### src/rtl/lcs_pkg.sv
// Package: shared types and constants for the logical channel scheduler.
// Assumes averaging groups are powers of two from 4 up to 1 << MAX_SHIFT.
package lcs_pkg;
    localparam int MAX_SHIFT  = 5;
    localparam int AVG_CODE_W = 2;

    typedef enum logic [1:0] {
        ST_IDLE = 2'd0,
        ST_CONV = 2'd1,
        ST_GAP  = 2'd2
    } lcs_state_e;
endpackage

### src/rtl/lcs_mode_reg.sv
// Module: holds the run-state bits (enable, one-shot).
// A write is taken only when the channel is stopped or the write stops it.
// A finished one-shot run clears both bits.
module lcs_mode_reg (
    input  logic clk,
    input  logic rst_n,
    input  logic wr_stb,
    input  logic wr_enable,
    input  logic wr_single,
    input  logic finish_single,
    output logic en_q,
    output logic single_q
);
    logic wr_ok;

    // accept a write only while stopped or when it stops the channel
    always_comb wr_ok = wr_stb && (!en_q || !wr_enable);

    // run-state register update
    always_ff @(posedge clk) begin
        if (!rst_n) begin
            en_q     <= 1'b0;
            single_q <= 1'b0;
        end else if (wr_ok) begin
            en_q     <= wr_enable;
            single_q <= wr_single;
        end else if (finish_single) begin
            en_q     <= 1'b0;
            single_q <= 1'b0;
        end
    end
endmodule

### src/rtl/lcs_ivl_timer.sv
// Module: interval down-counter. It reloads on each conversion start and
// reports expiry at zero. Assumes load wins over decrement.
module lcs_ivl_timer #(
    parameter int TMR_W = 24
) (
    input  logic             clk,
    input  logic             rst_n,
    input  logic             load,
    input  logic [TMR_W-1:0] load_val,
    output logic             expired
);
    logic [TMR_W-1:0] cnt_q;

    // count down to zero, reload on start
    always_ff @(posedge clk) begin
        if (!rst_n)               cnt_q <= '0;
        else if (load)            cnt_q <= load_val;
        else if (cnt_q != '0)     cnt_q <= cnt_q - TMR_W'(1);
    end

    // expiry flag
    always_comb expired = (cnt_q == '0);
endmodule

### src/rtl/lcs_avg_accum.sv
// Module: sample accumulator for power-of-two averaging.
// The averaging settings are sampled at the first sample of a group and held
// for the rest of it. group_done and avg_out are combinational on the sample
// that completes a group.
module lcs_avg_accum
    import lcs_pkg::*;
#(
    parameter int RES_W = 12
) (
    input  logic                  clk,
    input  logic                  rst_n,
    input  logic                  clear,
    input  logic                  sample_vld,
    input  logic [RES_W-1:0]      sample,
    input  logic                  avg_on,
    input  logic [AVG_CODE_W-1:0] avg_code,
    output logic                  group_done,
    output logic [RES_W-1:0]      avg_out
);
    localparam int ACC_W = RES_W + MAX_SHIFT;
    localparam int CNT_W = MAX_SHIFT + 1;

    logic [ACC_W-1:0]      acc_q;
    logic [CNT_W-1:0]      cnt_q;
    logic                  on_q;
    logic [AVG_CODE_W-1:0] code_q;

    logic                  eff_on;
    logic [AVG_CODE_W-1:0] eff_code;
    logic [CNT_W-1:0]      target;
    logic [2:0]            shift;
    logic [ACC_W-1:0]      sum_next;
    logic [ACC_W-1:0]      avg_full;

    // settings in force: live at group start, held afterwards
    always_comb begin
        eff_on   = (cnt_q == '0) ? avg_on   : on_q;
        eff_code = (cnt_q == '0) ? avg_code : code_q;
    end

    // group size, shift and running sum
    always_comb begin
        target   = eff_on ? (CNT_W'(4) << eff_code) : CNT_W'(1);
        shift    = eff_on ? (3'(eff_code) + 3'd2) : 3'd0;
        sum_next = acc_q + ACC_W'(sample);
        avg_full = sum_next >> shift;
        avg_out  = avg_full[RES_W-1:0];
        group_done = sample_vld && (CNT_W'(cnt_q + CNT_W'(1)) == target);
    end

    // accumulate, restart on group end or clear
    always_ff @(posedge clk) begin
        if (!rst_n || clear) begin
            acc_q  <= '0;
            cnt_q  <= '0;
            on_q   <= 1'b0;
            code_q <= '0;
        end else if (sample_vld) begin
            if (group_done) begin
                acc_q <= '0;
                cnt_q <= '0;
            end else begin
                acc_q  <= sum_next;
                cnt_q  <= cnt_q + CNT_W'(1);
                on_q   <= eff_on;
                code_q <= eff_code;
            end
        end
    end
endmodule

### src/rtl/lcs_conv_seq.sv
// Module: conversion sequencer with a no-answer watchdog.
// It issues starts when enabled, powered and not busy, waits for done, paces
// the next start with the interval timer, and ends a one-shot group.
// Assumes conv_done is a one-cycle pulse per start.
module lcs_conv_seq
    import lcs_pkg::*;
#(
    parameter int TIMEOUT_CYC = 1024
) (
    input  logic clk,
    input  logic rst_n,
    input  logic en,
    input  logic single,
    input  logic pwr_ready,
    input  logic conv_busy,
    input  logic conv_done,
    input  logic ivl_expired,
    input  logic group_done,
    output logic start_now,
    output logic sample_vld,
    output logic publish,
    output logic finish_single,
    output logic grp_clear,
    output logic conv_start,
    output logic timeout
);
    localparam int TO_W = $clog2(TIMEOUT_CYC + 1);
    localparam logic [TO_W-1:0] TO_LAST = TO_W'(TIMEOUT_CYC - 1);

    lcs_state_e      state_q, state_d;
    logic [TO_W-1:0] to_cnt_q;
    logic            start_ok;
    logic            to_fire;

    // a start is possible only when enabled, powered and idle converter
    always_comb start_ok = en && pwr_ready && !conv_busy;

    // next-state and strobe decode
    always_comb begin
        state_d       = state_q;
        start_now     = 1'b0;
        sample_vld    = 1'b0;
        publish       = 1'b0;
        finish_single = 1'b0;
        grp_clear     = 1'b0;
        to_fire       = 1'b0;
        case (state_q)
            ST_IDLE: begin
                grp_clear = !en;
                if (start_ok) begin
                    start_now = 1'b1;
                    state_d   = ST_CONV;
                end
            end
            ST_CONV: begin
                if (conv_done) begin
                    if (!en) begin
                        grp_clear = 1'b1;
                        state_d   = ST_IDLE;
                    end else begin
                        sample_vld = 1'b1;
                        publish    = group_done;
                        if (group_done && single) begin
                            finish_single = 1'b1;
                            state_d       = ST_IDLE;
                        end else begin
                            state_d = ST_GAP;
                        end
                    end
                end else if (to_cnt_q == TO_LAST) begin
                    to_fire   = 1'b1;
                    grp_clear = 1'b1;
                    state_d   = ST_IDLE;
                end
            end
            ST_GAP: begin
                if (!en) begin
                    grp_clear = 1'b1;
                    state_d   = ST_IDLE;
                end else if (ivl_expired && start_ok) begin
                    start_now = 1'b1;
                    state_d   = ST_CONV;
                end
            end
            default: state_d = ST_IDLE;
        endcase
    end

    // state register and registered pulses
    always_ff @(posedge clk) begin
        if (!rst_n) begin
            state_q    <= ST_IDLE;
            conv_start <= 1'b0;
            timeout    <= 1'b0;
        end else begin
            state_q    <= state_d;
            conv_start <= start_now;
            timeout    <= to_fire;
        end
    end

    // no-answer counter, cleared on start, counting while converting
    always_ff @(posedge clk) begin
        if (!rst_n || start_now)    to_cnt_q <= '0;
        else if (state_q == ST_CONV) to_cnt_q <= to_cnt_q + TO_W'(1);
    end
endmodule

### src/rtl/lcs_chan_sched.sv
// Module: top of one logical conversion channel. It ties together the
// run-state bits, the interval timer, the sequencer and the averaging
// accumulator, and registers the request select and the published result.
// Assumes the converter answers each start with one conv_done pulse.
module lcs_chan_sched
    import lcs_pkg::*;
#(
    parameter int SEL_W       = 4,
    parameter int TMR_W       = 24,
    parameter int RES_W       = 12,
    parameter int TIMEOUT_CYC = 1024
) (
    input  logic                  clk,
    input  logic                  rst_n,
    input  logic                  wr_stb,
    input  logic                  wr_enable,
    input  logic                  wr_single,
    input  logic [SEL_W-1:0]      cfg_sel,
    input  logic [TMR_W-1:0]      cfg_interval,
    input  logic                  cfg_avg_on,
    input  logic [AVG_CODE_W-1:0] cfg_avg_code,
    input  logic                  pwr_ready,
    input  logic                  conv_busy,
    input  logic                  conv_done,
    input  logic [RES_W-1:0]      conv_data,
    output logic                  conv_start,
    output logic [SEL_W-1:0]      conv_sel,
    output logic [RES_W-1:0]      result,
    output logic                  result_valid,
    output logic                  timeout,
    output logic                  stat_enable,
    output logic                  stat_single
);
    logic             start_now;
    logic             sample_vld;
    logic             publish;
    logic             finish_single;
    logic             grp_clear;
    logic             ivl_expired;
    logic             group_done;
    logic [RES_W-1:0] avg_out;

    lcs_mode_reg u_mode (
        .clk          (clk),
        .rst_n        (rst_n),
        .wr_stb       (wr_stb),
        .wr_enable    (wr_enable),
        .wr_single    (wr_single),
        .finish_single(finish_single),
        .en_q         (stat_enable),
        .single_q     (stat_single)
    );

    lcs_ivl_timer #(.TMR_W(TMR_W)) u_timer (
        .clk     (clk),
        .rst_n   (rst_n),
        .load    (start_now),
        .load_val(cfg_interval),
        .expired (ivl_expired)
    );

    lcs_conv_seq #(.TIMEOUT_CYC(TIMEOUT_CYC)) u_seq (
        .clk          (clk),
        .rst_n        (rst_n),
        .en           (stat_enable),
        .single       (stat_single),
        .pwr_ready    (pwr_ready),
        .conv_busy    (conv_busy),
        .conv_done    (conv_done),
        .ivl_expired  (ivl_expired),
        .group_done   (group_done),
        .start_now    (start_now),
        .sample_vld   (sample_vld),
        .publish      (publish),
        .finish_single(finish_single),
        .grp_clear    (grp_clear),
        .conv_start   (conv_start),
        .timeout      (timeout)
    );

    lcs_avg_accum #(.RES_W(RES_W)) u_accum (
        .clk       (clk),
        .rst_n     (rst_n),
        .clear     (grp_clear),
        .sample_vld(sample_vld),
        .sample    (conv_data),
        .avg_on    (cfg_avg_on),
        .avg_code  (cfg_avg_code),
        .group_done(group_done),
        .avg_out   (avg_out)
    );

    // select sent with each request, sampled at the start
    always_ff @(posedge clk) begin
        if (!rst_n)         conv_sel <= '0;
        else if (start_now) conv_sel <= cfg_sel;
    end

    // published result and its pulse
    always_ff @(posedge clk) begin
        if (!rst_n) begin
            result       <= '0;
            result_valid <= 1'b0;
        end else begin
            result_valid <= publish;
            if (publish) result <= avg_out;
        end
    end
endmodule

### config.mk
export PLATFORM = sky130hd
export DESIGN_NAME = lcs_chan_sched
export DESIGN_NICKNAME = d
export VERILOG_FILES = /design/src/rtl/lcs_pkg.sv /design/src/rtl/lcs_mode_reg.sv /design/src/rtl/lcs_ivl_timer.sv /design/src/rtl/lcs_avg_accum.sv /design/src/rtl/lcs_conv_seq.sv /design/src/rtl/lcs_chan_sched.sv
export SDC_FILE = /design/constraint.sdc
export NUM_CORES = 1
export LEC_CHECK = 0
export ABC_AREA = 1
export BUFFER_PORTS_ARGS = -buffer_cell sky130_fd_sc_hd__clkbuf_2
export CORE_MARGIN = 2
export CORE_UTILIZATION = 60
export CTS_CLUSTER_DIAMETER = 100
export DETAILED_ROUTE_END_ITERATION = 12
export MAX_ROUTING_LAYER = met4
export PLACE_DENSITY_LB_ADDON = 0.3
export SYNTH_ARGS = -nofsm -noshare
export SYNTH_HDL_FRONTEND = slang
export SYNTH_SLANG_ARGS = --single-unit
### constraint.sdc
create_clock -name clk -period 5.5 [get_ports clk]
set_input_delay 1.375 -clock clk [delete_from_list [all_inputs] [get_ports clk]]
set_output_delay 1.375 -clock clk [all_outputs]
set_load 0.02 [all_outputs]
-- Yosys cells after proc, flatten, opt, wreduce, memory -nomap -nowiden
Index checks and enable logic that the tools add are counted.
- $add $sub $neg: 5
- equality and inequality tests: 7
- shift-type cells: 2
- multiplexer cells: 37
- bitwise operators: 3
- reduce and logical (&&, ||, !) cells: 22
- operators by type and width (operator ; count):
    24-bit two-way mux ; 2
    24-bit logical NOT ; 1
    24-bit nonzero test ; 1
    24-bit by 1-bit subtractor with 24-bit output (second input constant) ; 1
    1-bit two-way mux ; 20
    17-bit by 12-bit adder with 17-bit output ; 1
    17-bit two-way mux ; 1
    17-bit by 3-bit >> shifter with 12-bit output ; 1
    2-bit two-way mux ; 8
    6-bit two-way mux ; 2
    11-bit by 1-bit adder with 11-bit output (second input constant) ; 1
    11-bit by 10-bit == test with 1-bit output (second input constant) ; 1
    6-bit by 1-bit adder with 6-bit output (second input constant) ; 1
    6-bit == test ; 1
    1-bit logical AND ; 6
    6-bit logical NOT ; 1
    3-bit by 2-bit inequality test with 1-bit output (second input constant) ; 2
    2-bit one-hot mux with 3 select lines ; 1
    3-bit by 2-bit << shifter with 6-bit output (first input constant) ; 1
    1-bit logical NOT ; 4
    2-bit nonzero test ; 2
    2-bit by 2-bit adder with 3-bit output (second input constant) ; 1
    1-bit logical OR ; 3
    3-bit two-way mux ; 1
    10 further kinds ; 12
- bits in registers: 84
- input bits: 51
- logic and storage cells: 90

-- Depth between registers and ports, before layout
Gate-level depths: netlist of the first run.
- word-level depth: 13
- gate-level depth with buffers: 18
- mapped depth without buffers: 17

-- Hierarchy
From an unflattened synthesis of the first run, not the netlist that was laid out.
- cells, all modules: 950
- area total of the unflattened synthesis: 6118.4 um2
- by module, submodules not included (module ; instances ; cells an instance ; area an instance (um2)):
    lcs_avg_accum ; 1 ; 434 ; 2686.3
    lcs_ivl_timer ; 1 ; 277 ; 1774.2
    lcs_conv_seq ; 1 ; 122 ; 858.3
    lcs_chan_sched ; 1 ; 105 ; 709.4
    lcs_mode_reg ; 1 ; 12 ; 90.1

-- Worst setup path after synthesis of the first run
No wires, ideal clock.
- path type: input to register
- from: input port conv_data[0]
- to: register result[11]
- setup time: 0.117 ns
- data arrival time: 2.961 ns
- data required time: 5.383 ns
- path slack: 2.422 ns
- cell stages on the path: 15
- cells stage by stage: ha_1 -> inv_1 -> fa_1 -> inv_1 -> nand3_1 -> nand2_1 -> nand3_1 -> nand3_1 -> nand2_1 -> o21ai_0 -> nand3_1 -> nand3_1 -> nand2_1 -> nor2_1 -> nor2_1
- word-level cells in the longest chain between the ends: 2
- ends and longest elaborated chain (item ; line ; text):
    start, declared ; lcs_chan_sched.sv:25 ; input logic [RES_W-1:0] conv_data,
    17-bit by 12-bit adder with 17-bit output ; lcs_avg_accum.sv:45 ; sum_next = acc_q + ACC_W'(sample);
    17-bit by 3-bit >> shifter with 12-bit output ; lcs_avg_accum.sv:46 ; avg_full = sum_next >> shift;
    end signal, assigned ; lcs_chan_sched.sv:106 ; if (publish) result <= avg_out;
    end, declared ; lcs_chan_sched.sv:28 ; output logic [RES_W-1:0] result,
No other way between the ends.
A chain may end at the register's enable or synchronous reset.

-- Final worst setup path of the first run
Same ends and word-level chain as after synthesis.

==> insert_results.sql, run 1 <==
INSERT INTO impl_metrics (metric_group, metric, value, unit) VALUES
('layout', 'antenna-diode-count', '0', ''),
('synthesis', 'synth-main-ff-cell', 'sky130_fd_sc_hd__dfxtp_1', ''),
('placement', 'place.detailed.hpwl', '10.14', 'mm'),
('run_status', 'outcome', 'finished clean', ''),
('synthesis', 'syn_area', '5339', 'sq um'),
('layout', 'layout.cells.non_filler', '1012', ''),
('floorplanning', 'placeableCoreArea', '8678', 'sq um'),
('setup_path', 'crit_path_end_kind', 'flop', ''),
('grt', 'number_of_antenna_violations_at_the_first_check_in_global_routing', '0', ''),
('floorplanning', 'top_level_ports', '72', ''),
('layout', 'design_area', '5901', 'sq um'),
('grt', 'grt_usage', '29.24', '%'),
('clocking', 'clock_latency', '0.37', 'ns'),
('synthesis', 'synth_seq_cells', '84', ''),
('setup_path', 'critical_path.max_fanout', '3', ''),
('clocking', 'tritoncts.num_buffers', '9', ''),
('sta', 'rsz_0062_raised_after_global_routing', 'false', ''),
('power_and_ir_drop', 'pwr_density', '314.8', 'nW/um^2'),
('sta', 'slew_headroom', '47.28', '%'),
('floorplanning', 'fp.dieW', '98.33', 'um'),
('setup_path', 'worst_path_largest_cell_delay', '0.39', 'ns'),
('power_and_ir_drop', 'pwr-share-comb', '36.6', '%'),
('setup_path', 'crit_path_start_kind', 'input port', ''),
('power_and_ir_drop', 'internal_power_of_the_cells', '1.124', 'mW'),
('synthesis', 'ys_seq_area_share', '31.50', '%'),
('clocking', 'cts.repair_timing.setup_buffer_count', '0', ''),
('routing', 'remaining_drc_errors', '0', ''),
('power_and_ir_drop', 'clock_power_share', '22.9', '%'),
('clocking', 'root_buffer', 'sky130_fd_sc_hd__clkbuf_8', ''),
('floorplanning', 'rows', '34', ''),
('power_and_ir_drop', 'post-layout-total-power', '1.858', 'mW'),
('routing', 'final_antenna_net_count', '0', ''),
('clocking', 'clock_tree_from_tritoncts', 'done', ''),
('setup_path', 'cp_cell_sequence', 'clkbuf_2 > ha_1 > inv_1 > fa_1 > inv_1 > nand3_1 > nand2_1 > nand3_1 > nand3_1 > nand2_1 > o21ai_0 > nand3_1 > nand3_1 > nand2_1 > nor2_1 > nor2_1', ''),
('synthesis', 'postSynthAreaPerCell', '6.379', 'sq um'),
('power_and_ir_drop', 'power_switching_share', '39.49', '%'),
('sta', 'period_share', '55.50', '%'),
('floorplanning', 'die-area', '9669', 'sq um'),
('placement', 'placed_area', '5717', 'sq um'),
('power_and_ir_drop', 'seq_power_share', '40.5', '%'),
('setup_path', 'timing.critical_path.mode_cell', 'sky130_fd_sc_hd__nand3_1', ''),
('layout', 'flow.area_growth_from_synthesis', '10.52', '%'),
('power_and_ir_drop', 'ir_drop', '0.1792', 'mV'),
('routing', 'via_count', '5474', ''),
('setup_path', 'critical_path_arrival', '3.31', 'ns'),
('grt', 'grt_pass1_wl', '22.96', 'mm'),
('hold_path', 'min-delay-path-class', 'flop to flop', ''),
('synthesis', 'yosys_warnings', '0', ''),
('synthesis', 'asyncSetResetFlopFracSynth', '0', '%'),
('sta', 'fin_crit', '3.053', 'ns'),
('layout', 'post_route_cells_drive_above_1_share', '12.83', '%'),
('sta', 'peak_clock_frequency_supported_by_timing', '0.3276', 'GHz'),
('routing', 'routed_wire_per_std_cell', '13.39', 'um'),
('clocking', 'tritoncts_num_sinks', '84', ''),
('sta', 'setup_total_negative_slack', '0', 'ns'),
('layout', 'multi_input_area', '3159', 'sq um'),
('setup_path', 'worst-setup-path-type', 'input port to flop', ''),
('clocking', 'post_cts_resized', '0', ''),
('routing', 'detail_route.iter0.violations', '287', ''),
('grt', 'overflow', '0', ''),
('grt', 'grt_pass1_vias', '5174', ''),
('clocking', 'cts_buffer_depth', '2', ''),
('sta', 'finalClockSkew', '0.01362', 'ns'),
('power_and_ir_drop', 'p_sw', '733.5', 'uW'),
('setup_path', 'critPathSlowestCell', 'sky130_fd_sc_hd__fa_1', ''),
('synthesis', 'synth_nets', '905', ''),
('clocking', 'clk_transition_reported_paths', '0.09', 'ns'),
('clocking', 'post_cts_hold_buffer_count', '0', ''),
('synthesis', 'postSynthCellCount', '837', ''),
('layout', 'finish.utilization', '67.99', '%'),
('clocking', 'cts.htree.levels', '3', '');
-- metal layers --
| metal | up-vias | GRT usage [%] | part of all wire (%) |
|---|---|---|---|
| met5 | - | - | 0 |
| met4 | 0 | 8.535 | 2.1 |
| met3 | 30 | 4.939 | 5.3 |
| met2 | 166 | 50.86 | 50 |
| met1 | 2480 | 34.71 | 43 |
| li1 | 2798 | - | - |
-- per-stage QoR --
| step | hold WS (ns) | setup WS, ns |
|---|---|---|
| floorplan | 0.4292 | 2.422 |
| global placement | 0.4439 | 2.172 |
| detailed placement | 0.4631 | 2.117 |
| CTS | 0.4773 | 2.477 |
| global route | 0.5031 | 2.264 |
| finish | 0.4766 | 2.447 |
-- final timing paths --
check / startpoint / endpoint / slack (ns) / depth (start not counted)
worst max-delay path: conv_data[0] / result[11] / 2.45 / 16
worst min-delay path: u_accum.acc_q[2] / u_accum.acc_q[2] / 0.48 / 2
worst max register to register: u_timer.cnt_q[0] / u_timer.cnt_q[19] / 2.67 / 11
worst min register to register: u_accum.acc_q[2] / u_accum.acc_q[2] / 0.48 / 2
-- cells by family (layout without fill, tap and decap cells) --
family,count (synthesis),after routing,synth area share (%)
flip-flops,84,84,31.50
buffers and inverters,120,187,9.327
AO/OA/AOI/OAI,103,103,10.36
adder cells (fa/ha/maj),17,17,4.125
XOR/XNOR,35,35,5.742
AND/OR/NAND/NOR,478,478,38.95
-- Yosys cell counts (all sizes together) (5+ instances only) --
| cell type | count | share of area [%] |
|---|---|---|
| o21ai | 29 | 2.7 |
| nor2 | 98 | 7.8 |
| o31ai | 6 | 0.84 |
| nand2 | 262 | 19 |
| inv | 97 | 6.9 |
| o211ai | 5 | 0.70 |
| buf | 12 | 1.7 |
| xor2 | 25 | 4.1 |
| nand3 | 85 | 8.2 |
| xnor2 | 10 | 1.6 |
| nor3 | 5 | 0.47 |
| a21oi | 60 | 5.7 |
| dfxtp | 84 | 31 |
| clkbuf | 10 | 0.70 |
| ha | 16 | 3.7 |
| nand4 | 14 | 1.8 |
-- layout make-up --
class / count / share of cell area, %
Clock buffer: 10 / 2.332
Timing Repair Buffer: 73 / 6.277
Sequential cell: 84 / 28.50
Multi-Input combinational cell: 633 / 53.54
Clock inverter: 6 / 0.7846
Inverter: 98 / 6.277
Tap cell: 108 / 2.290
-- power by group through the flow --
stage                     Sequential, mW  Combinational, mW  Clock, mW
after CTS                          0.750              0.673      0.434
after global placement             0.760              0.642          0
after global routing               0.759              0.761      0.458
after floorplan                    0.748              0.530          0
after detailed placement           0.761              0.663          0
final                              0.752              0.680      0.426
-- sequential cells by signal, summed over array words and instances, names as in the netlist --
name / flops
u_seq.conv_start: 1
result_valid: 1
u_mode.en_q: 1
u_accum.cnt_q: 6
u_timer.cnt_q: 24
conv_sel: 4
u_seq.timeout: 1
u_accum.on_q: 1
u_accum.acc_q: 17
u_accum.code_q: 2
u_seq.to_cnt_q: 11
result: 12
u_mode.single_q: 1
u_seq.state_q: 2
-- worst max-delay path: cells and delay by family --
family	cells	cell delay, ns
AO/OA/AOI/OAI	1	0.23
adder cells (fa/ha/maj)	2	0.58
AND/OR/NAND/NOR	10	0.86
buffers and inverters	3	0.27
(Power assumes the default switching activity.)
==> inputs of run 2 (changes only) <==
--- a/config.mk
+++ b/config.mk
@@ -8,7 +8,7 @@
 export ABC_AREA = 1
 export BUFFER_PORTS_ARGS = -buffer_cell sky130_fd_sc_hd__clkbuf_2
 export CORE_MARGIN = 2
-export CORE_UTILIZATION = 60
+export CORE_UTILIZATION = 58
 export CTS_CLUSTER_DIAMETER = 100
 export DETAILED_ROUTE_END_ITERATION = 12
 export MAX_ROUTING_LAYER = met4
==> constraint.sdc (replaced) <==
create_clock -name clk -period 2.9 [get_ports clk]
set_input_delay 0.725 -clock clk [delete_from_list [all_inputs] [get_ports clk]]
set_output_delay 0.725 -clock clk [all_outputs]
set_load 0.02 [all_outputs]
==> insert_results.sql, run 2 (synthesis results as in run 1) <==
INSERT INTO impl_metrics (metric_group, metric, value, unit) VALUES
('sta', 'period_share', '89.26', '%'),
('setup_path', 'worst_path_largest_cell_delay', '0.45', 'ns'),
('power_and_ir_drop', 'pwr_density', '585.7', 'nW/um^2'),
('routing', 'final_antenna_net_count', '0', ''),
('floorplanning', 'fp.dieW', '99.94', 'um'),
('clocking', 'cts.htree.levels', '3', ''),
('grt', 'grt_usage', '27.82', '%'),
('setup_path', 'crit_path_end_kind', 'flop', ''),
('power_and_ir_drop', 'power.leakage', '2.829', 'nW'),
('power_and_ir_drop', 'ir_drop', '0.2791', 'mV'),
('routing', 'drt-total-wl', '12.90', 'mm'),
('floorplanning', 'placeableCoreArea', '9065', 'sq um'),
('layout', 'max_flop_register', 'u_timer.cnt_q', ''),
('floorplanning', 'rows', '35', ''),
('floorplanning', 'die-area', '9988', 'sq um'),
('setup_path', 'category_of_cells_accounting_for_the_largest_share_of_critical_path_delay', 'simple AND/OR/NAND/NOR gates', ''),
('setup_path', 'critical_path.max_fanout', '20', ''),
('routing', 'routed_wire_per_std_cell', '12.62', 'um'),
('sta', 'worst_pin_slew', '0.9825', 'ns'),
('layout', 'layout_common_cells', 'sky130_fd_sc_hd__nand2_1, sky130_fd_sc_hd__inv_1, sky130_fd_sc_hd__nor2_1', ''),
('routing', 'drt_first_pass_iters', '5', ''),
('setup_path', 'cp_cell_sequence', 'inv_1 > ha_1 > inv_1 > nor2_4 > nand3_4 > nand2_1 > nand2_2 > nand2_4 > nand2_1 > nand2_1 > nor2_1 > nand2_2 > nor2_4 > inv_2 > a21oi_2 > nor2_1', ''),
('setup_path', 'crit_buf_inv', '3', ''),
('clocking', 'cts_buffer_depth', '2', ''),
('hold_path', 'min-delay-path-class', 'flop to flop', ''),
('grt', 'overflow', '0', ''),
('sta', 'final_hold_viol_count', '0', ''),
('grt', 'grt_pass1_vias', '4997', ''),
('sta', 'peak_clock_frequency_supported_by_timing', '0.3863', 'GHz'),
('sta', 'rsz_0062_raised_after_global_routing', 'false', ''),
('layout', 'finish.utilization', '65.73', '%'),
('power_and_ir_drop', 'post-layout-total-power', '3.490', 'mW'),
('clocking', 'clock_tree_from_tritoncts', 'done', ''),
('layout', 'post_route_cells_drive_above_1_share', '13.50', '%'),
('layout', 'antenna-diode-count', '0', ''),
('clocking', 'clk_transition_reported_paths', '0.09', 'ns'),
('placement', 'place_ws', '0.1779', 'ns'),
('placement', 'place.detailed.instances', '1006', ''),
('layout', 'finish.net_count', '974', ''),
('placement', 'place.gp.congestion', '0.9633', ''),
('grt', 'number_of_antenna_violations_at_the_first_check_in_global_routing', '0', ''),
('layout', 'filler_cell_count', '885', ''),
('floorplanning', 'top_level_ports', '72', ''),
('grt', 'grt_max_degree', '25', ''),
('routing', 'via_count', '5336', ''),
('clocking', 'cts.repair_timing.setup_buffer_count', '0', ''),
('sta', 'timing.final.setup_violations', '0', ''),
('routing', 'via_density_per_instance', '5.221', ''),
('setup_path', 'regToRegSetupSlack', '0.31', 'ns'),
('setup_path', 'critical_path_arrival', '2.85', 'ns'),
('routing', 'remaining_drc_errors', '0', ''),
('sta', 'slew_headroom', '34.21', '%'),
('layout', 'layout.cells.non_filler', '1022', ''),
('setup_path', 'cp.required', '3.16', 'ns'),
('grt', 'grt_pass1_wl', '22.09', 'mm'),
('sta', 'setup_total_negative_slack', '0', 'ns'),
('layout', 'flow.area_growth_from_synthesis', '11.60', '%'),
('layout', 'largest_register_ff_count', '24', ''),
('setup_path', 'critPathSlowestCell', 'sky130_fd_sc_hd__dfxtp_1', ''),
('placement', 'place.detailed.hpwl', '9.757', 'mm'),
('sta', 'fin_crit', '2.589', 'ns'),
('clocking', 'post_cts_resized', '0', ''),
('run', 'cap_violations', '0', ''),
('sta', 'finalClockSkew', '0.01249', 'ns'),
('setup_path', 'crit_path_start_kind', 'flop', ''),
('clocking', 'tritoncts.num_buffers', '9', ''),
('run_status', 'outcome', 'finished clean', ''),
('clocking', 'post_cts_hold_buffer_count', '0', ''),
('clocking', 'root_buffer', 'sky130_fd_sc_hd__clkbuf_8', ''),
('placement', 'port_buffers', '71', ''),
('setup_path', 'worst-setup-path-type', 'flop to flop', ''),
('layout', 'layout.cells.most_common', 'sky130_fd_sc_hd__nand2_1', ''),
('floorplanning', 'dieHeight', '99.94', 'um'),
('layout', 'top_regs', 'u_timer.cnt_q x24, u_accum.acc_q x17, result x12', ''),
('sta', 'setup_slack', '0.3114', 'ns'),
('setup_path', 'timing.critical_path.mode_cell', 'sky130_fd_sc_hd__nand2_1', ''),
('floorplanning', 'initial_utilization', '58.90', '%'),
('routing', 'detail_route.iter0.violations', '263', ''),
('clocking', 'tritoncts_num_sinks', '84', ''),
('sta', 'maxSlewViolCount', '0', ''),
('clocking', 'clock_latency', '0.36', 'ns');
[run 2: metal layers]
metal / global-route usage, % / wire [um]
met1: 33.89 / 5833
met5: - / 0
met3: 4.805 / 683
met4: 8.008 / 180
met2: 47.56 / 6203
[run 2: worst min-delay path: cells and delay by family (launching register included)]
kind	cells	cell delay, ns
DFF	1	0.30
AOI/OAI and AO/OA	1	0.06
buffers and inverters	1	0.07
[run 2: final cells by class]
cell class                 instances  area (sq um)  area share, %
clock buffer                      10         137.6          2.310
multi-input combinational        633          3159          53.02
clock inverter                     6         47.55         0.7980
tap                              111         138.9          2.331
sequential                        84          1682          28.22
timing repair buffer              80         422.9          7.098
inverter                          98         370.4          6.216
[run 2: worst paths after layout]
| path | cells past startpoint | to | start |
|---|---|---|---|
| setup / recovery | 16 | result[8] | u_accum.cnt_q[0] |
| hold / removal | 2 | u_accum.code_q[0] | u_accum.code_q[0] |
| setup reg to reg | 16 | result[8] | u_accum.cnt_q[0] |
| hold reg to reg | 2 | u_accum.code_q[0] | u_accum.code_q[0] |
[run 2: where the power goes]
part           switching [mW]  leakage (nW)  internal (mW)
clock network           0.459        0.0868          0.342
logic                   0.774          2.06          0.495
registers               0.124         0.680           1.30
[run 2: through the flow]
stage	instance area [sq um]	hold slack, ns
after floorplan	5339	0.4292
after global placement	5773	0.4552
after detailed placement	5773	0.4571
after CTS	5958	0.4699
after global routing	5958	0.4963
final	5958	0.4689
==> inputs of run 3 (changes only) <==
--- a/config.mk
+++ b/config.mk
@@ -5,7 +5,6 @@
 export SDC_FILE = /design/constraint.sdc
 export NUM_CORES = 1
 export LEC_CHECK = 0
-export ABC_AREA = 1
 export BUFFER_PORTS_ARGS = -buffer_cell sky130_fd_sc_hd__clkbuf_2
 export CORE_MARGIN = 2
 export CORE_UTILIZATION = 58
==> insert_results.sql, run 3 <==
INSERT INTO impl_metrics (metric_group, metric, value, unit) VALUES
('sta', 'final_hold_viol_count', '0', ''),
('synthesis', 'synth-main-ff-cell', 'sky130_fd_sc_hd__dfxtp_1', ''),
('setup_path', 'cp.required', '3.19', 'ns'),
('routing', 'drt_first_pass_iters', '5', ''),
('routing', 'routed_wire_per_std_cell', '16.62', 'um'),
('power_and_ir_drop', 'power.leakage', '2.857', 'nW'),
('grt', 'grt_pass1_wl', '24.27', 'mm'),
('synthesis', 'yosysMostFrequentCell', 'sky130_fd_sc_hd__dfxtp_1', ''),
('sta', 'peak_clock_frequency_supported_by_timing', '0.3522', 'GHz'),
('routing', 'detail_route.iter0.violations', '416', ''),
('power_and_ir_drop', 'internal_power_of_the_cells', '2.239', 'mW'),
('grt', 'grt_usage', '31.08', '%'),
('sta', 'worst_pin_slew', '0.5379', 'ns'),
('floorplanning', 'dieHeight', '99.58', 'um'),
('power_and_ir_drop', 'seq_power_share', '40.1', '%'),
('power_and_ir_drop', 'clock_power_share', '23.0', '%'),
('sta', 'maxSlewViolCount', '0', ''),
('synthesis', 'netlist_top_cells_count', 'sky130_fd_sc_hd__dfxtp_1, sky130_fd_sc_hd__nor2_1, sky130_fd_sc_hd__nand2_1, sky130_fd_sc_hd__a21oi_1, sky130_fd_sc_hd__nor3_1', ''),
('clocking', 'clock_latency', '0.37', 'ns'),
('synthesis', 'synth-compound-area-share', '24.11', '%'),
('clocking', 'clock_tree_from_tritoncts', 'done', ''),
('setup_path', 'r2r_start', 'u_accum.acc_q[3]', ''),
('layout', 'layout_common_cells', 'sky130_fd_sc_hd__buf_4, sky130_fd_sc_hd__dfxtp_1, sky130_fd_sc_hd__nor2_1', ''),
('layout', 'antenna-diode-count', '0', ''),
('synthesis', 'post_synth_and_or_nand_nor_area_fraction', '25.15', '%'),
('hold_path', 'worstHoldEndpoint', 'u_seq.timeout', ''),
('sta', 'finalClockSkew', '0.01033', 'ns'),
('grt', 'number_of_antenna_violations_at_the_first_check_in_global_routing', '0', ''),
('layout', 'largest_register_ff_count', '24', ''),
('power_and_ir_drop', 'p_sw', '1.304', 'mW'),
('layout', 'flow.area_growth_from_synthesis', '24.98', '%'),
('layout', 'max_flop_register', 'u_timer.cnt_q', ''),
('sta', 'setup_slack', '0.06069', 'ns'),
('power_and_ir_drop', 'pwr-share-comb', '36.9', '%'),
('synthesis', 'yosys_warnings', '0', ''),
('hold_path', 'min-delay-start', 'u_seq.to_cnt_q[10]', ''),
('grt', 'overflow', '0', ''),
('clocking', 'cts_buffer_depth', '2', ''),
('clocking', 'tritoncts.num_buffers', '9', ''),
('power_and_ir_drop', 'power_switching_share', '36.80', '%'),
('sta', 'timing.final.setup_violations', '0', ''),
('synthesis', 'synthTopCellsByArea', 'sky130_fd_sc_hd__dfxtp_1, sky130_fd_sc_hd__nor2_1, sky130_fd_sc_hd__a21oi_1, sky130_fd_sc_hd__nand2_1, sky130_fd_sc_hd__xnor2_1', ''),
('synthesis', 'ys_seq_area_share', '31.74', '%'),
('setup_path', 'reg2regPathDepth', '10', ''),
('synthesis', 'postSynthCellCount', '656', ''),
('synthesis', 'postSynthAreaPerCell', '8.077', 'sq um'),
('clocking', 'clk_transition_reported_paths', '0.10', 'ns'),
('synthesis', 'synth_xor_area_share', '7.107', '%'),
('setup_path', 'cp_cell_sequence', 'clkbuf_2 > ha_1 > a21oi_1 > nor2b_1 > o211a_1 > o41ai_4 > buf_4 > or4b_2 > o41ai_2 > nor3_1 > o41ai_2', ''),
('hold_path', 'min-delay-path-class', 'flop to flop', ''),
('synthesis', 'synth-edff-count', '0', ''),
('setup_path', 'regToRegSetupSlack', '0.17', 'ns'),
('setup_path', 'crit_path_start_kind', 'input port', ''),
('synthesis', 'synth_area_in_adders', '4.156', '%'),
('clocking', 'tritoncts_num_sinks', '84', ''),
('clocking', 'cts.htree.levels', '3', ''),
('floorplanning', 'die-area', '9916', 'sq um'),
('synthesis', 'synth_seq_cells', '84', ''),
('setup_path', 'timing.critical_path.mode_cell', 'sky130_fd_sc_hd__o41ai_2', ''),
('sta', 'rsz_0062_raised_after_global_routing', 'true', ''),
('setup_path', 'critPathSlowestCell', 'sky130_fd_sc_hd__or4b_2', ''),
('synthesis', 'synth_largest_area_cell', 'sky130_fd_sc_hd__dfxtp_1', ''),
('sta', 'slew_headroom', '63.88', '%'),
('sta', 'fin_crit', '2.839', 'ns'),
('run', 'cap_violations', '0', ''),
('layout', 'top_regs', 'u_timer.cnt_q x24, u_accum.acc_q x17, result x12', ''),
('synthesis', 'post_synth_num_cell_types', '81', ''),
('layout', 'layout.cells.most_common', 'sky130_fd_sc_hd__buf_4', ''),
('routing', 'remaining_drc_errors', '0', ''),
('floorplanning', 'initial_utilization', '60.17', '%'),
('power_and_ir_drop', 'ir_drop', '0.3106', 'mV'),
('routing', 'drt-total-wl', '15.04', 'mm'),
('sta', 'period_share', '97.91', '%'),
('hold_path', 'hold_path_depth', '1', ''),
('sta', 'setup_total_negative_slack', '0', 'ns'),
('setup_path', 'critical_path_arrival', '3.13', 'ns'),
('floorplanning', 'top_level_ports', '72', ''),
('setup_path', 'worst-setup-path-type', 'input port to flop', ''),
('routing', 'via_density_per_instance', '6.107', ''),
('power_and_ir_drop', 'pwr_density', '535.0', 'nW/um^2'),
('floorplanning', 'placeableCoreArea', '8806', 'sq um'),
('setup_path', 'critical_path.max_fanout', '9', ''),
('layout', 'post_route_cells_drive_above_1_share', '27.98', '%'),
('clocking', 'post_cts_hold_buffer_count', '0', ''),
('synthesis', 'synth_top_cell_area_share', '31.74', '%'),
('grt', 'grt_pass1_vias', '5125', ''),
('routing', 'via_count', '5527', ''),
('setup_path', 'crit_path_end_kind', 'flop', ''),
('synthesis', 'asyncSetResetFlopFracSynth', '0', '%'),
('run_status', 'outcome', 'finished clean', ''),
('placement', 'place.detailed.hpwl', '10.94', 'mm'),
('layout', 'finish.net_count', '860', ''),
('grt', 'grt_max_degree', '36', ''),
('floorplanning', 'fp.dieW', '99.58', 'um'),
('placement', 'place_ws', '-0.4702', 'ns'),
('synthesis', 'fraction_of_synthesized_area_in_multiplexers', '1.913', '%'),
('floorplanning', 'rows', '34', ''),
('synthesis', 'synth_top_family_by_area', 'simple AND/OR/NAND/NOR gates', ''),
('placement', 'port_buffers', '71', ''),
('setup_path', 'worstReg2RegEnd', 'result[9]', ''),
('synthesis', 'synth_nets', '724', ''),
('synthesis', 'syn_area', '5299', 'sq um'),
('clocking', 'root_buffer', 'sky130_fd_sc_hd__clkbuf_8', ''),
('layout', 'design_area', '6623', 'sq um'),
('placement', 'place.gp.congestion', '0.9739', ''),
('placement', 'placed_area', '6299', 'sq um'),
('setup_path', 'worst_path_largest_cell_delay', '0.63', 'ns'),
('routing', 'final_antenna_net_count', '0', ''),
('power_and_ir_drop', 'post-layout-total-power', '3.543', 'mW');
## run 3: cell count changes after synthesis, sizes merged, moves of 20 or more
cell and change:
a211oi +21, inv -79, nand2 -200, nand3 -65, nor2 -20, nor3 +25
## run 3: cell type report
type                    instances  area (sq um)
flip-flops and latches         84          1682
repair buffers                163          1071
fillers                       652          2183
inverters                      19         71.32
well taps                     108         135.1
clock buffers                  10         137.6
multi-input cells             515          3480
clock inverters                 6         46.29
## run 3: how the worst max path moves through the flow
stage                endpoint  slack [ns]              from
floorplan           result[9]      -0.005      conv_data[3]
global placement    result[9]       -0.38      conv_data[0]
detailed placement  result[9]       -0.47      conv_data[0]
CTS                 result[7]        0.01  u_accum.cnt_q[2]
global route        result[5]       -0.01      conv_data[0]
finish              result[9]        0.06      conv_data[3]
## run 3: power by group through the flow
stage          Clock [mW]  Sequential (mW)  Combinational, mW
6_report            0.816             1.42               1.31
5_1_grt             0.881             1.44               1.47
4_1_cts             0.826             1.42               1.27
3_5_place_dp            0             1.44               1.26
3_3_place_gp            0             1.44               1.21
2_1_floorplan           0             1.42              0.933
## run 3: logic make-up (layout without fill, tap and decap cells)
kind of cell,after synthesis,after routing
simple gates,263,263
flops,84,84
compound gates,182,182
mux,10,10
fa+ha+maj,17,17
buf+inv,57,198
xor+xnor,43,43
## run 3: what timing repair did
item,in CTS,in global routing
pin swaps,1,5
endpoints found under the setup margin,4,20
setup buffers,0,7
resized for setup,1,12
## run 3: metal layers
metal | part of all wire (%) | vias to the layer above | GRT usage [%]
li1 | - | 2682 | -
met1 | 44 | 2578 | 40.53
met2 | 46 | 225 | 49.01
met3 | 6.8 | 42 | 5.411
met4 | 2.9 | 0 | 10.43
met5 | 0 | - | -
## run 3: critical path: cells and delay by family
kind / cells / cell delay (ns)
adder cells (fa/ha/maj): 1 / 0.36
buffers and inverters: 2 / 0.26
AO/OA/AOI/OAI: 5 / 0.80
AND/OR/NAND/NOR: 3 / 0.97
## run 3: through the flow
stage	hold WS [ns]	cells	util [%]
2_1_floorplan	0.3987	656	-
3_3_place_gp	0.4233	882	71.53
3_5_place_dp	0.4307	882	71.53
4_1_cts	0.4477	898	73.74
5_1_grt	0.4581	905	75.21
6_report	0.4416	905	75.21
